===== src/rtl/brm_pkg.sv =====
package brm_pkg;
  typedef enum logic [1:0] {
    BK_FIXED = 2'd0,
    BK_INCR  = 2'd1,
    BK_WRAP  = 2'd2,
    BK_RSVD  = 2'd3
  } burst_kind_e;

  localparam int NUM_RULES   = 5;
  localparam int ERR_WRAP    = 0;
  localparam int ERR_PAGE    = 1;
  localparam int ERR_SIZE    = 2;
  localparam int ERR_COUNT   = 3;
  localparam int ERR_OVERLAP = 4;
endpackage


===== src/rtl/brm_req_check.sv =====
module brm_req_check #(
  parameter int ADDR_W    = 32,
  parameter int LEN_W     = 4,
  parameter int SIZE_W    = 3,
  parameter int BUS_BYTES = 4,
  parameter int PAGE_BITS = 12
) (
  input  logic                   clk,
  input  logic                   rst_n,
  input  logic                   fire,
  input  logic [LEN_W-1:0]       len,
  input  logic [SIZE_W-1:0]      size,
  input  brm_pkg::burst_kind_e   kind,
  input  logic [ADDR_W-1:0]      addr,
  output logic                   wrap_bad,
  output logic                   page_bad,
  output logic                   size_bad
);
  import brm_pkg::*;

  localparam int BUS_LG = $clog2(BUS_BYTES);
  localparam int AW1    = ADDR_W + 1;

  logic [LEN_W-1:0] len_p1;
  logic             wrap_len_ok;
  logic [AW1-1:0]   lane_mask;
  logic [AW1-1:0]   start_aligned;
  logic [AW1-1:0]   span_bytes;
  logic [AW1-1:0]   last_byte;

  // wrap length must be a power of two of at least two beats
  always_comb begin
    len_p1      = len + LEN_W'(1);
    wrap_len_ok = (len != '0) && ((len & len_p1) == '0);
    wrap_bad    = (kind == BK_WRAP) && !wrap_len_ok;
  end

  always_comb begin
    size_bad = (size > SIZE_W'(BUS_LG));
  end

  // one extra bit so that running off the top of the map counts as a crossing
  always_comb begin
    lane_mask     = {AW1{1'b1}} << size;
    start_aligned = {1'b0, addr} & lane_mask;
    span_bytes    = (AW1'(len) + AW1'(1)) << size;
    last_byte     = start_aligned + span_bytes - AW1'(1);
    page_bad      = (kind == BK_INCR) &&
                    (last_byte[AW1-1:PAGE_BITS] != {1'b0, addr[ADDR_W-1:PAGE_BITS]});
  end


  fixed_no_page_chk: assert property (@(posedge clk) disable iff (!rst_n)
    (fire && (kind != BK_INCR)) |-> !page_bad);


  wrap_only_chk: assert property (@(posedge clk) disable iff (!rst_n)
    (fire && wrap_bad) |-> (kind == BK_WRAP));
endmodule


===== src/rtl/brm_beat_tracker.sv =====
module brm_beat_tracker #(
  parameter int LEN_W = 4
) (
  input  logic             clk,
  input  logic             rst_n,
  input  logic             req_fire,
  input  logic [LEN_W-1:0] req_len,
  input  logic             beat_fire,
  input  logic             beat_last,
  output logic             count_err,
  output logic             overlap_err
);
  logic             busy_q, busy_d;
  logic [LEN_W-1:0] remain_q, remain_d;
  logic             final_slot;
  logic             closing;
  logic             slot_free;
  logic             upd_en;

  always_comb begin
    final_slot  = (remain_q == '0);
    closing     = busy_q && beat_fire && (beat_last || final_slot);
    count_err   = beat_fire && (!busy_q || (beat_last != final_slot));
    slot_free   = !busy_q || closing;
    overlap_err = req_fire && !slot_free;
    upd_en      = req_fire || beat_fire;

    busy_d   = busy_q;
    remain_d = remain_q;
    if (busy_q && beat_fire) begin
      if (closing) busy_d = 1'b0;
      else         remain_d = remain_q - LEN_W'(1);
    end
    if (req_fire && slot_free) begin
      busy_d   = 1'b1;
      remain_d = req_len;
    end
  end

  always_ff @(posedge clk or negedge rst_n) begin
    if (!rst_n) begin
      busy_q   <= 1'b0;
      remain_q <= '0;
    end else if (upd_en) begin
      busy_q   <= busy_d;
      remain_q <= remain_d;
    end
  end


  hold_when_quiet_chk: assert property (@(posedge clk) disable iff (!rst_n)
    (busy_q && !beat_fire && !req_fire) |=> (busy_q && $stable(remain_q)));


  overlap_keeps_chk: assert property (@(posedge clk) disable iff (!rst_n)
    overlap_err |=> busy_q);


  idle_beat_chk: assert property (@(posedge clk) disable iff (!rst_n)
    (!busy_q && beat_fire) |-> count_err);
endmodule


===== src/rtl/brm_err_regs.sv =====
module brm_err_regs #(
  parameter int N = 5
) (
  input  logic         clk,
  input  logic         rst_n,
  input  logic         clr,
  input  logic [N-1:0] event_vec,
  output logic [N-1:0] flags,
  output logic         pulse
);
  logic [N-1:0] flags_q, flags_d;
  logic         pulse_q, pulse_d;

  always_comb begin
    flags_d = (clr ? '0 : flags_q) | event_vec;
    pulse_d = |event_vec;
  end

  always_ff @(posedge clk or negedge rst_n) begin
    if (!rst_n) begin
      flags_q <= '0;
      pulse_q <= 1'b0;
    end else begin
      flags_q <= flags_d;
      pulse_q <= pulse_d;
    end
  end

  assign flags = flags_q;
  assign pulse = pulse_q;


  sticky_chk: assert property (@(posedge clk) disable iff (!rst_n)
    !clr |=> ((flags_q & $past(flags_q)) == $past(flags_q)));


  pulse_flag_chk: assert property (@(posedge clk) disable iff (!rst_n)
    pulse_q |-> (flags_q != '0));
endmodule


===== src/rtl/burst_rule_monitor.sv =====
module burst_rule_monitor #(
  parameter int ADDR_W    = 32,
  parameter int LEN_W     = 4,
  parameter int BUS_BYTES = 4,
  parameter int PAGE_BITS = 12
) (
  input  logic              clk,
  input  logic              rst_n,
  input  logic              clr,
  input  logic              req_valid,
  input  logic              req_ready,
  input  logic [LEN_W-1:0]  req_len,
  input  logic [2:0]        req_size,
  input  logic [1:0]        req_kind,
  input  logic [ADDR_W-1:0] req_addr,
  input  logic              dat_valid,
  input  logic              dat_ready,
  input  logic              dat_last,
  output logic [4:0]        err_flags,
  output logic              err_pulse
);
  import brm_pkg::*;

  logic                 req_fire, beat_fire;
  logic                 wrap_bad, page_bad, size_bad;
  logic                 count_err, overlap_err;
  logic [NUM_RULES-1:0] events;

  assign req_fire  = req_valid && req_ready;
  assign beat_fire = dat_valid && dat_ready;

  brm_req_check #(
    .ADDR_W(ADDR_W), .LEN_W(LEN_W), .SIZE_W(3),
    .BUS_BYTES(BUS_BYTES), .PAGE_BITS(PAGE_BITS)
  ) u_req (
    .clk(clk), .rst_n(rst_n), .fire(req_fire),
    .len(req_len), .size(req_size), .kind(burst_kind_e'(req_kind)),
    .addr(req_addr),
    .wrap_bad(wrap_bad), .page_bad(page_bad), .size_bad(size_bad)
  );

  brm_beat_tracker #(.LEN_W(LEN_W)) u_beats (
    .clk(clk), .rst_n(rst_n),
    .req_fire(req_fire), .req_len(req_len),
    .beat_fire(beat_fire), .beat_last(dat_last),
    .count_err(count_err), .overlap_err(overlap_err)
  );

  always_comb begin
    events              = '0;
    events[ERR_WRAP]    = req_fire && wrap_bad;
    events[ERR_PAGE]    = req_fire && page_bad;
    events[ERR_SIZE]    = req_fire && size_bad;
    events[ERR_COUNT]   = count_err;
    events[ERR_OVERLAP] = overlap_err;
  end

  brm_err_regs #(.N(NUM_RULES)) u_err (
    .clk(clk), .rst_n(rst_n), .clr(clr),
    .event_vec(events), .flags(err_flags), .pulse(err_pulse)
  );


  pulse_cause_chk: assert property (@(posedge clk) disable iff (!rst_n)
    err_pulse |-> $past(req_fire || beat_fire));


  quiet_flags_chk: assert property (@(posedge clk) disable iff (!rst_n)
    (!req_fire && !beat_fire && !clr) |=> $stable(err_flags));
endmodule


===== config.mk =====
export PLATFORM = sky130hd
export DESIGN_NAME = burst_rule_monitor
export DESIGN_NICKNAME = d
export VERILOG_FILES = /design/src/rtl/brm_pkg.sv /design/src/rtl/brm_req_check.sv /design/src/rtl/brm_beat_tracker.sv /design/src/rtl/brm_err_regs.sv /design/src/rtl/burst_rule_monitor.sv
export SDC_FILE = /design/constraint.sdc
export NUM_CORES = 1
export LEC_CHECK = 0
export ABC_AREA = 1
export BUFFER_PORTS_ARGS = -buffer_cell sky130_fd_sc_hd__buf_2
export CAP_MARGIN = 15
export CORE_UTILIZATION = 30
export CTS_BUF_LIST = sky130_fd_sc_hd__clkbuf_8
export DETAILED_ROUTE_END_ITERATION = 8
export GPL_ROUTABILITY_DRIVEN = 0
export PLACE_DENSITY = 0.51
export SYNTH_ARGS = -nofsm -noshare
export SYNTH_HDL_FRONTEND = slang
export SYNTH_SLANG_ARGS = --single-unit
export TNS_END_PERCENT = 5

===== constraint.sdc =====
create_clock -name clk -period 2.2 [get_ports clk]
set_clock_uncertainty 0.05 [all_clocks]
set_input_delay 0.44 -clock clk [delete_from_list [all_inputs] [get_ports clk]]
set_output_delay 0.44 -clock clk [all_outputs]
set_load 0.02 [all_outputs]

==> results of run 1 <==
worst max-delay path: cells and delay by family:
family,cells,cell delay (ns)
compound gates,1,0.09
fa+ha+maj,4,0.92
buf+inv,3,0.22
mux,1,0.20
simple gates,17,1.59
metrics by stage:
| stage | setup slack (ns) | hold slack, ns | area, um^2 |
|---|---|---|---|
| global placement | -1.542 | 0.2742 | 4803 |
| finish | -1.184 | 0.006897 | 5145 |
| global route | -1.405 | 0.03581 | 5145 |
| detailed placement | -1.664 | 0.2709 | 4803 |
| CTS | -1.158 | 0.01859 | 4961 |
| floorplan | -0.8754 | 0.09441 | 3704 |
worst max-delay path by stage:
stage | startpoint | to | slack (ns)
finish | req_len[0] | u_err.pulse$_DFF_PN0_ | -1.18
global route | req_len[1] | u_err.pulse$_DFF_PN0_ | -1.40
CTS | req_len[0] | u_err.pulse$_DFF_PN0_ | -1.16
detailed placement | req_len[0] | u_err.pulse$_DFF_PN0_ | -1.66
global placement | req_len[0] | u_err.pulse$_DFF_PN0_ | -1.54
floorplan | req_len[0] | u_err.pulse$_DFF_PN0_ | -0.88
cells in the mapped netlist, drive strengths merged:
cell type,count
xnor2,12
a21oi,35
o21ai,33
a2111oi,1
nand4,8
o211ai,1
nor4,4
dfrtp,11
mux2i,1
a21o,5
o2111ai,1
a211oi,1
a31oi,1
buf,1
inv,148
clkbuf,3
o21a,3
nand3b,9
ha,48
xor2,12
o31ai,1
nor2,63
nand2,223
nand3,25
nor3,8
timing repair:
item / in CTS / in global routing
pin swaps: 24 / 35
cloned: 0 / 0
endpoints found under the setup margin: 2 / 2
resized for setup: 27 / 47
buffers inserted: 4 / 2
flip-flops by register name, summed over array words and instances, names as in the netlist:
name	flops
u_beats.remain_q	4
u_err.pulse	1
u_beats.busy_q	1
u_err.flags	5
cell families (layout without fill, tap and decap cells):
| logic type | after synthesis | after routing |
|---|---|---|
| and+or+nand+nor | 340 | 340 |
| buffers and inverters | 152 | 300 |
| AOI/OAI and AO/OA | 82 | 82 |
| adders and majority gates | 48 | 48 |
| xor gates and xnor gates | 24 | 24 |
| DFF | 11 | 11 |
| muxes | 1 | 1 |
per-layer routing:
metal	up-vias	part of all wire [%]
met2	69	48
li1	2335	-
met4	0	0.38
met3	4	3.2
met1	1899	49
met5	-	0
cell type report:
| class | instances | area [um^2] |
|---|---|---|
| timing repair buffer | 148 | 1016 |
| inverter | 148 | 558.0 |
| fill | 1249 | 6371 |
| tap | 143 | 178.9 |
| sequential | 11 | 275.3 |
| clock inverter | 1 | 3.754 |
| clock buffer | 3 | 41.29 |
| multi-input combinational | 495 | 3072 |
where the power goes:
group          internal, W  switching [W]  leakage, nW
Combinational     0.000702       0.000901         2.83
Sequential        0.000250      0.0000294        0.133
Clock             0.000123      0.0000797       0.0269
Total              0.00108        0.00101         2.99
==> results.rst, run 1 <==
.. list-table::
   :header-rows: 1

   * - Metric
     - Value
   * - Clock slew at reported path FFs
     - 0.05 ns
   * - Final number of hold-violating endpoints
     - 0
   * - Sum Neg Setup Slack
     - -2.348 ns
   * - Yosys warnings
     - 0
   * - Cell type with the largest total area after synthesis
     - sky130_fd_sc_hd__nand2_1
   * - Portion of the clock cycle consumed by the worst path in the final layout
     - 153.8%
   * - Placeable core region
     - 0.01152 mm^2
   * - Routed wire length
     - 10920 um
   * - Cell with the largest stage delay on the worst path
     - sky130_fd_sc_hd__ha_1
   * - Class of the tightest hold or removal check
     - primary input to async pin
   * - Dominant combinational cell family by area after synthesis
     - simple AND/OR/NAND/NOR gates
   * - Ant diodes
     - 0
   * - Via count of the first global-routing pass
     - 4302
   * - Die Span X
     - 111.1 um
   * - Total congestion overflow after global routing
     - 0
   * - Final-report setup violation count
     - 2
   * - First-pass GRT wire length
     - 18640 um
   * - Synth Area in Simple Gates
     - 40.57%
   * - Yosys reg bits
     - 11
   * - Average size of a mapped cell
     - 5.423 um^2
   * - Startpoint type of the worst setup path
     - primary input
   * - Non-Filler Instances
     - 949
   * - Final worst slack
     - -1.184 ns
   * - H-Tree Depth
     - 1
   * - Arrival time at the worst endpoint
     - 3.45 ns
   * - Post-route antenna net violation count
     - 0
   * - Post-layout utilization of the core
     - 44.68%
   * - CTS Hold Buffers Added
     - 0
   * - Register-to-register path setup slack
     - 0.20 ns
   * - Number of maximum-capacitance constraint violations
     - 0
   * - DP HPWL
     - 9445 um
   * - Achievable clock frequency
     - 295.5 MHz
   * - Startpoint of the worst-slack reg-to-reg timing path
     - u_beats.remain_q[0]$_DFFE_PN0P_
   * - Worst vdd ir
     - 0.1931 mV
   * - Floorplan die area
     - 0.01234 mm^2
   * - Number of top-level pins
     - 55
   * - Max incr delay on CP
     - 0.29 ns
   * - Final Max Slew Viols
     - 0
   * - Mapped Area
     - 0.003568 mm^2
   * - Number of instances in the synthesized netlist
     - 658
   * - Initial DRC Count
     - 269
   * - Slew at the pin closest to its max-slew limit
     - 0.4751 ns
   * - Share of the synthesized area in compound gates (AO/OA/AOI/OAI)
     - 12.52%
   * - Commonest cells after routing, fill and taps aside
     - sky130_fd_sc_hd__nand2_1 (187), sky130_fd_sc_hd__inv_1 (138), sky130_fd_sc_hd__buf_4 (91)
   * - Met2 capacity usage during global routing
     - 33.75%
   * - Power density over the cells
     - 405.4 mW/mm^2
   * - Clock tree from TritonCTS
     - done
   * - Design Power
     - 0.002086 W
   * - Number of buffers added on ports
     - 54
   * - Total iterations of the first detailed-routing run
     - 6
   * - Number of buffers between clock root and the deepest sink
     - 2
   * - Worst-case reg-to-reg path depth
     - 10
   * - Most crowded layer after global routing
     - met2
   * - Capturing element type of the critical path
     - flip-flop
   * - Antenna violations before repair
     - 0
   * - DR WL/cell
     - 11.51 um
   * - Portion of synthesized cell area occupied by the leading cell type
     - 22.51%
   * - Critical path start-end classification
     - primary input to flip-flop
   * - TritonCTS sink count
     - 11
   * - Library cells used by synthesis
     - 32
   * - Clock network latency to the later pin of the worst-skew pair
     - 0.24 ns
   * - Static Leak
     - 2.986 nW
   * - Final net count
     - 904
   * - Result of the run
     - finished with violations
   * - Area grow syn2layout
     - 44.18%
   * - Clock Tree Root
     - sky130_fd_sc_hd__clkbuf_8
   * - Average via count per standard cell
     - 4.538
   * - Violated checks
     - design-rule violations, negative setup slack
   * - Fraction of the mapped netlist area in adder cells
     - 16.83%
   * - Dominant cell type by count on the critical path
     - sky130_fd_sc_hd__nand2_1
   * - Synthesized Nets
     - 755
   * - Required arrival time at the worst endpoint
     - 2.26 ns
   * - Share of cell area taken by muxes after synthesis
     - 0.2805%
   * - Die Height
     - 111.1 um
   * - Most common library cell in the layout ignoring fill and taps
     - sky130_fd_sc_hd__nand2_1
   * - Met3 routing resource usage after global routing
     - 0.6561%
   * - Number of clock buffers inserted by TritonCTS
     - 3
   * - Fraction of final layout cells sized beyond drive strength 1
     - 29.90%
   * - Relative max-transition margin
     - 68.21%
   * - Number of placed cells counting well taps
     - 939
   * - Fraction of the yosys area taken by sequential cells
     - 7.714%
   * - Xor and xnor area share after synthesis
     - 5.891%
   * - Post-route DRC violation count
     - 14
   * - Critical Path Fanout Max
     - 5
   * - Leading post-synthesis cells by cell area
     - sky130_fd_sc_hd__nand2_1 (23%), sky130_fd_sc_hd__ha_1 (17%), sky130_fd_sc_hd__inv_1 (15%)
   * - Maximum number of pins on one net before global-route repair
     - 13
   * - End of the worst register-to-register path
     - u_beats.remain_q[3]$_DFFE_PN0P_
   * - Total number of vias
     - 4307
   * - Minimum clock period after layout
     - 3.384 ns
   * - Setup repair after global routing missed its margin
     - yes
   * - Met1 Resource Use GR
     - 23.20%
   * - Row count
     - 39
   * - Global routing usage summed across all routing layers
     - 17.89%
   * - Starting utilization of the core area
     - 30.99%
Power figures use the tool's default switching activity.
==> run 2: changes to the inputs <==
--- a/config.mk
+++ b/config.mk
@@ -9,10 +9,10 @@
 export BUFFER_PORTS_ARGS = -buffer_cell sky130_fd_sc_hd__buf_2
 export CAP_MARGIN = 15
 export CORE_UTILIZATION = 30
-export CTS_BUF_LIST = sky130_fd_sc_hd__clkbuf_8
 export DETAILED_ROUTE_END_ITERATION = 8
 export GPL_ROUTABILITY_DRIVEN = 0
 export PLACE_DENSITY = 0.51
+export SETUP_SLACK_MARGIN = 0.2
 export SYNTH_ARGS = -nofsm -noshare
 export SYNTH_HDL_FRONTEND = slang
 export SYNTH_SLANG_ARGS = --single-unit
==> results.rst, run 2 (synthesis gave the netlist of run 1 again) <==
.. list-table::
   :header-rows: 1

   * - Metric
     - Value
   * - Ant diodes
     - 0
   * - Area grow syn2layout
     - 45.34%
   * - Global routing usage summed across all routing layers
     - 18.02%
   * - Via count of the first global-routing pass
     - 4298
   * - Number of buffers between clock root and the deepest sink
     - 2
   * - Final worst slack
     - -1.183 ns
   * - Critical Path Fanout Max
     - 5
   * - Register-to-register path setup slack
     - 0.40 ns
   * - Total congestion overflow after global routing
     - 0
   * - DP HPWL
     - 9445 um
   * - Final number of hold-violating endpoints
     - 0
   * - Achievable clock frequency
     - 295.6 MHz
   * - Post-route antenna net violation count
     - 0
   * - Static Leak
     - 2.997 nW
   * - Clock tree from TritonCTS
     - done
   * - Arrival time at the worst endpoint
     - 3.45 ns
   * - Maximum number of pins on one net before global-route repair
     - 13
   * - Most common library cell in the layout ignoring fill and taps
     - sky130_fd_sc_hd__nand2_1
   * - Commonest cells after routing, fill and taps aside
     - sky130_fd_sc_hd__nand2_1 (187), sky130_fd_sc_hd__inv_1 (137), sky130_fd_sc_hd__buf_4 (91)
   * - Row count
     - 39
   * - Worst vdd ir
     - 0.2151 mV
   * - Placeable core region
     - 0.01152 mm^2
   * - Initial DRC Count
     - 229
   * - Starting utilization of the core area
     - 30.99%
   * - Total number of vias
     - 4343
   * - Worst-case reg-to-reg path depth
     - 10
   * - Startpoint type of the worst setup path
     - primary input
   * - Clock network latency to the later pin of the worst-skew pair
     - 0.24 ns
   * - Floorplan die area
     - 0.01234 mm^2
   * - Total iterations of the first detailed-routing run
     - 6
   * - Power density over the cells
     - 428.2 mW/mm^2
   * - Result of the run
     - finished with violations
   * - Number of buffers added on ports
     - 54
   * - Number of maximum-capacitance constraint violations
     - 0
   * - Post-layout utilization of the core
     - 45.03%
   * - Clock Tree Root
     - sky130_fd_sc_hd__clkbuf_16
   * - H-Tree Depth
     - 1
   * - Final Max Slew Viols
     - 0
   * - End of the worst register-to-register path
     - u_err.pulse$_DFF_PN0_
   * - Number of flip-flops under the largest register name
     - 5
   * - Final-report setup violation count
     - 2
   * - Slew at the pin closest to its max-slew limit
     - 0.4151 ns
   * - Die Height
     - 111.1 um
   * - Number of clock buffers inserted by TritonCTS
     - 3
   * - Capturing element type of the critical path
     - flip-flop
   * - Final net count
     - 904
   * - Setup repair after global routing missed its margin
     - yes
   * - Sum Neg Setup Slack
     - -2.344 ns
   * - Class of the tightest hold or removal check
     - primary input to async pin
   * - Number of top-level pins
     - 55
   * - Minimum clock period after layout
     - 3.383 ns
   * - Violated checks
     - design-rule violations, negative setup slack
   * - First-pass GRT wire length
     - 18710 um
   * - Filler cell count
     - 1246
   * - Antenna violations before repair
     - 0
   * - Worst hold-check slack
     - 0.01100 ns
   * - Average via count per standard cell
     - 4.576
   * - Routed wire length
     - 10970 um
   * - Startpoint of the worst-slack reg-to-reg timing path
     - u_beats.remain_q[0]$_DFFE_PN0P_
   * - Fraction of final layout cells sized beyond drive strength 1
     - 30.02%
   * - DR WL/cell
     - 11.56 um
   * - Die Span X
     - 111.1 um
   * - Critical path start-end classification
     - primary input to flip-flop
   * - Portion of the clock cycle consumed by the worst path in the final layout
     - 153.8%
   * - Relative max-transition margin
     - 71.61%
   * - TritonCTS sink count
     - 11
   * - Post-route DRC violation count
     - 14
   * - Required arrival time at the worst endpoint
     - 2.26 ns
   * - Clock slew at reported path FFs
     - 0.04 ns
==> run 2: changes by cell type in the layout (fill, tap and decap cells not counted) <==
cell / delta
sky130_fd_sc_hd__clkbuf_16: +3
sky130_fd_sc_hd__clkbuf_8: -3
sky130_fd_sc_hd__clkbuf_1: +1
sky130_fd_sc_hd__inv_1: -1
sky130_fd_sc_hd__nor2_1: -1
sky130_fd_sc_hd__nor2_4: +1
==> run 2: stage by stage <==
step | cell area (um^2) | power [W] | worst slack (ns) | std cells
global route | 5186 | 0.002437 | -1.408 | 949
detailed placement | 4803 | 0.001724 | -1.664 | 939
CTS | 4995 | 0.002129 | -1.158 | 947
global placement | 4803 | 0.001704 | -1.542 | 939
finish | 5186 | 0.002221 | -1.183 | 949
floorplan | 3704 | 0.001205 | -0.8754 | 658
==> run 2: worst max-delay path by stage <==
stage          depth (start not counted)       start  slack, ns                     to
2_1_floorplan                         25  req_len[0]      -0.88  u_err.pulse$_DFF_PN0_
3_3_place_gp                          24  req_len[0]      -1.54  u_err.pulse$_DFF_PN0_
3_5_place_dp                          24  req_len[0]      -1.66  u_err.pulse$_DFF_PN0_
4_1_cts                               26  req_len[0]      -1.16  u_err.pulse$_DFF_PN0_
5_1_grt                               27  req_len[1]      -1.41  u_err.pulse$_DFF_PN0_
6_report                              26  req_len[0]      -1.18  u_err.pulse$_DFF_PN0_
==> run 2: critical path, stage by stage <==
cell                      delay, ns
sky130_fd_sc_hd__buf_8         0.11
sky130_fd_sc_hd__ha_4          0.15
sky130_fd_sc_hd__inv_4         0.06
sky130_fd_sc_hd__ha_4          0.20
sky130_fd_sc_hd__mux2i_2       0.20
sky130_fd_sc_hd__nand2_1       0.10
sky130_fd_sc_hd__o21ai_2       0.09
sky130_fd_sc_hd__nand2_1       0.09
sky130_fd_sc_hd__ha_1          0.29
sky130_fd_sc_hd__inv_2         0.05
sky130_fd_sc_hd__ha_4          0.28
sky130_fd_sc_hd__nand2_4       0.06
sky130_fd_sc_hd__nor2_4        0.15
sky130_fd_sc_hd__nand2_2       0.09
sky130_fd_sc_hd__nor2_2        0.12
sky130_fd_sc_hd__nand2_2       0.08
sky130_fd_sc_hd__nand3_4       0.11
sky130_fd_sc_hd__nand2_1       0.05
sky130_fd_sc_hd__nand2_1       0.07
sky130_fd_sc_hd__nand2_1       0.06
sky130_fd_sc_hd__nor2_1        0.10
sky130_fd_sc_hd__nand4_1       0.13
sky130_fd_sc_hd__nor2_2        0.16
sky130_fd_sc_hd__nand3_2       0.09
sky130_fd_sc_hd__nand2_2       0.08
sky130_fd_sc_hd__nand2_1       0.05
==> run 2: final cells by class <==
class                      count  area (um^2)  share of cell area (%)
inverter                     148        558.0                   10.76
tap                          143        178.9                   3.450
timing repair buffer         148         1016                   19.59
multi-input combinational    495         3079                   59.37
sequential                    11        275.3                   5.308
clock buffer                   4        78.83                   1.520
==> run 2: routing by layer <==
layer / wire [um] / track usage [%] / part of all wire, % / vias to the layer above
met4: 69 / 1.982 / 0.63 / 0
met3: 366 / 0.8201 / 3.3 / 9
met1: 5280 / 23.22 / 48 / 1923
met5: 0 / 0 / 0 / -
li1: - / - / - / 2335
met2: 5255 / 33.96 / 48 / 76
==> run 2: repair_timing <==
| item | 4_1_cts | 5_1_grt |
|---|---|---|
| gates resized for setup | 27 | 49 |
| buffers inserted | 4 | 2 |
| hold buffers | 0 | 0 |
| endpoints found under the setup margin | 2 | 6 |
| pin swaps | 24 | 35 |
==> run 2: report_power, final <==
| part | switching, W | internal [W] | leakage (nW) |
|---|---|---|---|
| logic | 0.000904 | 0.000703 | 2.83 |
| clock network | 0.0000898 | 0.000243 | 0.0382 |
| registers | 0.0000296 | 0.000251 | 0.133 |
==> run 3: changes to the inputs <==
--- a/config.mk
+++ b/config.mk
@@ -8,10 +8,12 @@
 export ABC_AREA = 1
 export BUFFER_PORTS_ARGS = -buffer_cell sky130_fd_sc_hd__buf_2
 export CAP_MARGIN = 15
+export CELL_PAD_IN_SITES_DETAIL_PLACEMENT = 0
+export CELL_PAD_IN_SITES_GLOBAL_PLACEMENT = 1
 export CORE_UTILIZATION = 30
 export DETAILED_ROUTE_END_ITERATION = 8
 export GPL_ROUTABILITY_DRIVEN = 0
-export PLACE_DENSITY = 0.51
+export PLACE_DENSITY = 0.69
 export SETUP_SLACK_MARGIN = 0.2
 export SYNTH_ARGS = -nofsm -noshare
 export SYNTH_HDL_FRONTEND = slang
==> results.rst, run 3 (synthesis gave the netlist of run 1 again) <==
.. list-table::
   :header-rows: 1

   * - Metric
     - Value
   * - H-Tree Depth
     - 1
   * - Via count of the first global-routing pass
     - 4112
   * - Most common library cell in the layout ignoring fill and taps
     - sky130_fd_sc_hd__nand2_1
   * - Final net count
     - 904
   * - Minimum clock period after layout
     - 3.329 ns
   * - Number of buffers between clock root and the deepest sink
     - 2
   * - Initial DRC Count
     - 205
   * - Global routing usage summed across all routing layers
     - 17.63%
   * - Clock network latency to the later pin of the worst-skew pair
     - 0.24 ns
   * - Arrival time at the worst endpoint
     - 3.40 ns
   * - Register-to-register path setup slack
     - 0.43 ns
   * - Worst vdd ir
     - 0.2066 mV
   * - Maximum number of pins on one net before global-route repair
     - 13
   * - Routed wire length
     - 10730 um
   * - Antenna violations before repair
     - 0
   * - Area grow syn2layout
     - 45.09%
   * - Required arrival time at the worst endpoint
     - 2.27 ns
   * - TritonCTS sink count
     - 11
   * - Met1 Resource Use GR
     - 24.22%
   * - Achievable clock frequency
     - 300.4 MHz
   * - Post-Place Worst Slack
     - -1.639 ns
   * - Final Max Slew Viols
     - 0
   * - Power density over the cells
     - 425.7 mW/mm^2
   * - Placeable core region
     - 0.01152 mm^2
   * - Clock Tree Root
     - sky130_fd_sc_hd__clkbuf_16
   * - Design Power
     - 0.002204 W
   * - Fraction of final layout cells sized beyond drive strength 1
     - 30.89%
   * - Die Span X
     - 111.1 um
   * - Setup repair after global routing missed its margin
     - yes
   * - Floorplan die area
     - 0.01234 mm^2
   * - Critical path start-end classification
     - primary input to flip-flop
   * - Static Leak
     - 2.938 nW
   * - Total number of vias
     - 4303
   * - Slew at the pin closest to its max-slew limit
     - 0.4260 ns
   * - Number of maximum-capacitance constraint violations
     - 0
   * - Final number of hold-violating endpoints
     - 0
   * - Clock slew at reported path FFs
     - 0.04 ns
   * - Number of flip-flops under the largest register name
     - 5
   * - Post-route antenna net violation count
     - 0
   * - Ant diodes
     - 0
   * - Number of top-level pins
     - 55
   * - First-pass GRT wire length
     - 18130 um
   * - Startpoint type of the worst setup path
     - primary input
   * - Met2 capacity usage during global routing
     - 31.24%
   * - DP HPWL
     - 9429 um
   * - Number of buffers added on ports
     - 54
   * - Critical Path Fanout Max
     - 5
   * - Clock tree from TritonCTS
     - done
   * - Final-report setup violation count
     - 2
   * - Commonest cells after routing, fill and taps aside
     - sky130_fd_sc_hd__nand2_1 (186), sky130_fd_sc_hd__inv_1 (137), sky130_fd_sc_hd__buf_4 (93)
   * - Capturing element type of the critical path
     - flip-flop
   * - Final worst slack
     - -1.129 ns
   * - Met3 routing resource usage after global routing
     - 0.8201%
   * - Result of the run
     - finished with violations
   * - Violated checks
     - design-rule violations, negative setup slack
   * - Starting utilization of the core area
     - 30.99%
   * - Most crowded layer after global routing
     - met2
   * - Total iterations of the first detailed-routing run
     - 6
   * - Total congestion overflow after global routing
     - 0
   * - Die Height
     - 111.1 um
   * - Row count
     - 39
   * - Relative max-transition margin
     - 70.87%
   * - Number of clock buffers inserted by TritonCTS
     - 3
   * - Post-route DRC violation count
     - 12
   * - Portion of the clock cycle consumed by the worst path in the final layout
     - 151.3%
   * - CTS Hold Buffers Added
     - 0
   * - Average via count per standard cell
     - 4.534
   * - Class of the tightest hold or removal check
     - primary input to async pin
   * - DR WL/cell
     - 11.31 um
==> run 3: critical path, cell delays in order <==
cell                      delay (ns)
sky130_fd_sc_hd__buf_8          0.11
sky130_fd_sc_hd__ha_4           0.16
sky130_fd_sc_hd__inv_4          0.07
sky130_fd_sc_hd__ha_4           0.21
sky130_fd_sc_hd__o21ai_4        0.14
sky130_fd_sc_hd__nand2_2        0.06
sky130_fd_sc_hd__o31ai_2        0.07
sky130_fd_sc_hd__o21ai_1        0.12
sky130_fd_sc_hd__ha_1           0.31
sky130_fd_sc_hd__inv_2          0.07
sky130_fd_sc_hd__ha_4           0.20
sky130_fd_sc_hd__nand2_2        0.11
sky130_fd_sc_hd__inv_2          0.04
sky130_fd_sc_hd__nand2_1        0.06
sky130_fd_sc_hd__nand2_1        0.07
sky130_fd_sc_hd__nand2_1        0.06
sky130_fd_sc_hd__nand2_1        0.07
sky130_fd_sc_hd__nand2_2        0.08
sky130_fd_sc_hd__nand3_2        0.09
sky130_fd_sc_hd__a21oi_2        0.21
sky130_fd_sc_hd__xor2_1         0.20
sky130_fd_sc_hd__nand3_1        0.09
sky130_fd_sc_hd__nor2_1         0.12
sky130_fd_sc_hd__nand3_2        0.11
sky130_fd_sc_hd__nand2_2        0.08
sky130_fd_sc_hd__nand2_1        0.05
==> run 3: final timing paths <==
kind                                                 start                         endpoint  cells after the start
max                                             req_len[0]            u_err.pulse$_DFF_PN0_                     26
min                                                  rst_n  u_beats.remain_q[3]$_DFFE_PN0P_                      1
max reg2reg                u_beats.remain_q[0]$_DFFE_PN0P_            u_err.pulse$_DFF_PN0_                     10
min reg2reg                       u_err.flags[0]$_DFF_PN0_         u_err.flags[0]$_DFF_PN0_                      1
max in group asynchronous                            rst_n         u_err.flags[3]$_DFF_PN0_                      1
min in group clk                  u_err.flags[0]$_DFF_PN0_         u_err.flags[0]$_DFF_PN0_                      1
==> run 3: cell type report <==
cell class | count | area (um^2)
repair buffers | 148 | 999.7
inverters | 148 | 558.0
fillers | 1270 | 6339
flip-flops and latches | 11 | 275.3
multi-input cells | 495 | 3087
well taps | 143 | 178.9
clock buffers | 4 | 78.83
==> run 3: through the flow <==
| step | hold WS (ns) | instances | instance area (um^2) | util [%] | setup TNS [ns] |
|---|---|---|---|---|---|
| after floorplan | 0.09441 | 658 | 3704 | - | -1.743 |
| after global placement | 0.2651 | 939 | 4791 | 41.60 | -3.254 |
| after detailed placement | 0.2718 | 939 | 4791 | 41.60 | -3.270 |
| after CTS | 0.01953 | 946 | 4938 | 42.88 | -2.284 |
| after global routing | 0.03353 | 949 | 5177 | 44.96 | -2.661 |
| final | 0.01145 | 949 | 5177 | 44.96 | -2.248 |
==> run 3: layer usage <==
metal | up-vias | routed length, um
li1 | 2337 | -
met5 | - | 0
met2 | 69 | 5030
met3 | 5 | 347
met4 | 0 | 41
met1 | 1892 | 5312
==> run 3: timing repair <==
action	CTS	global route
buffers inserted	3	3
gates cloned	0	0
pin swaps	21	33
endpoints found under the hold margin	0	0
endpoints found under the setup margin	2	6
gates resized for setup	19	57
==> run 3: where the power goes <==
part / switching, W / internal [W]
combinational: 0.000891 / 0.000705
sequential: 0.0000280 / 0.000251
clock: 0.0000870 / 0.000243
total: 0.00101 / 0.00120
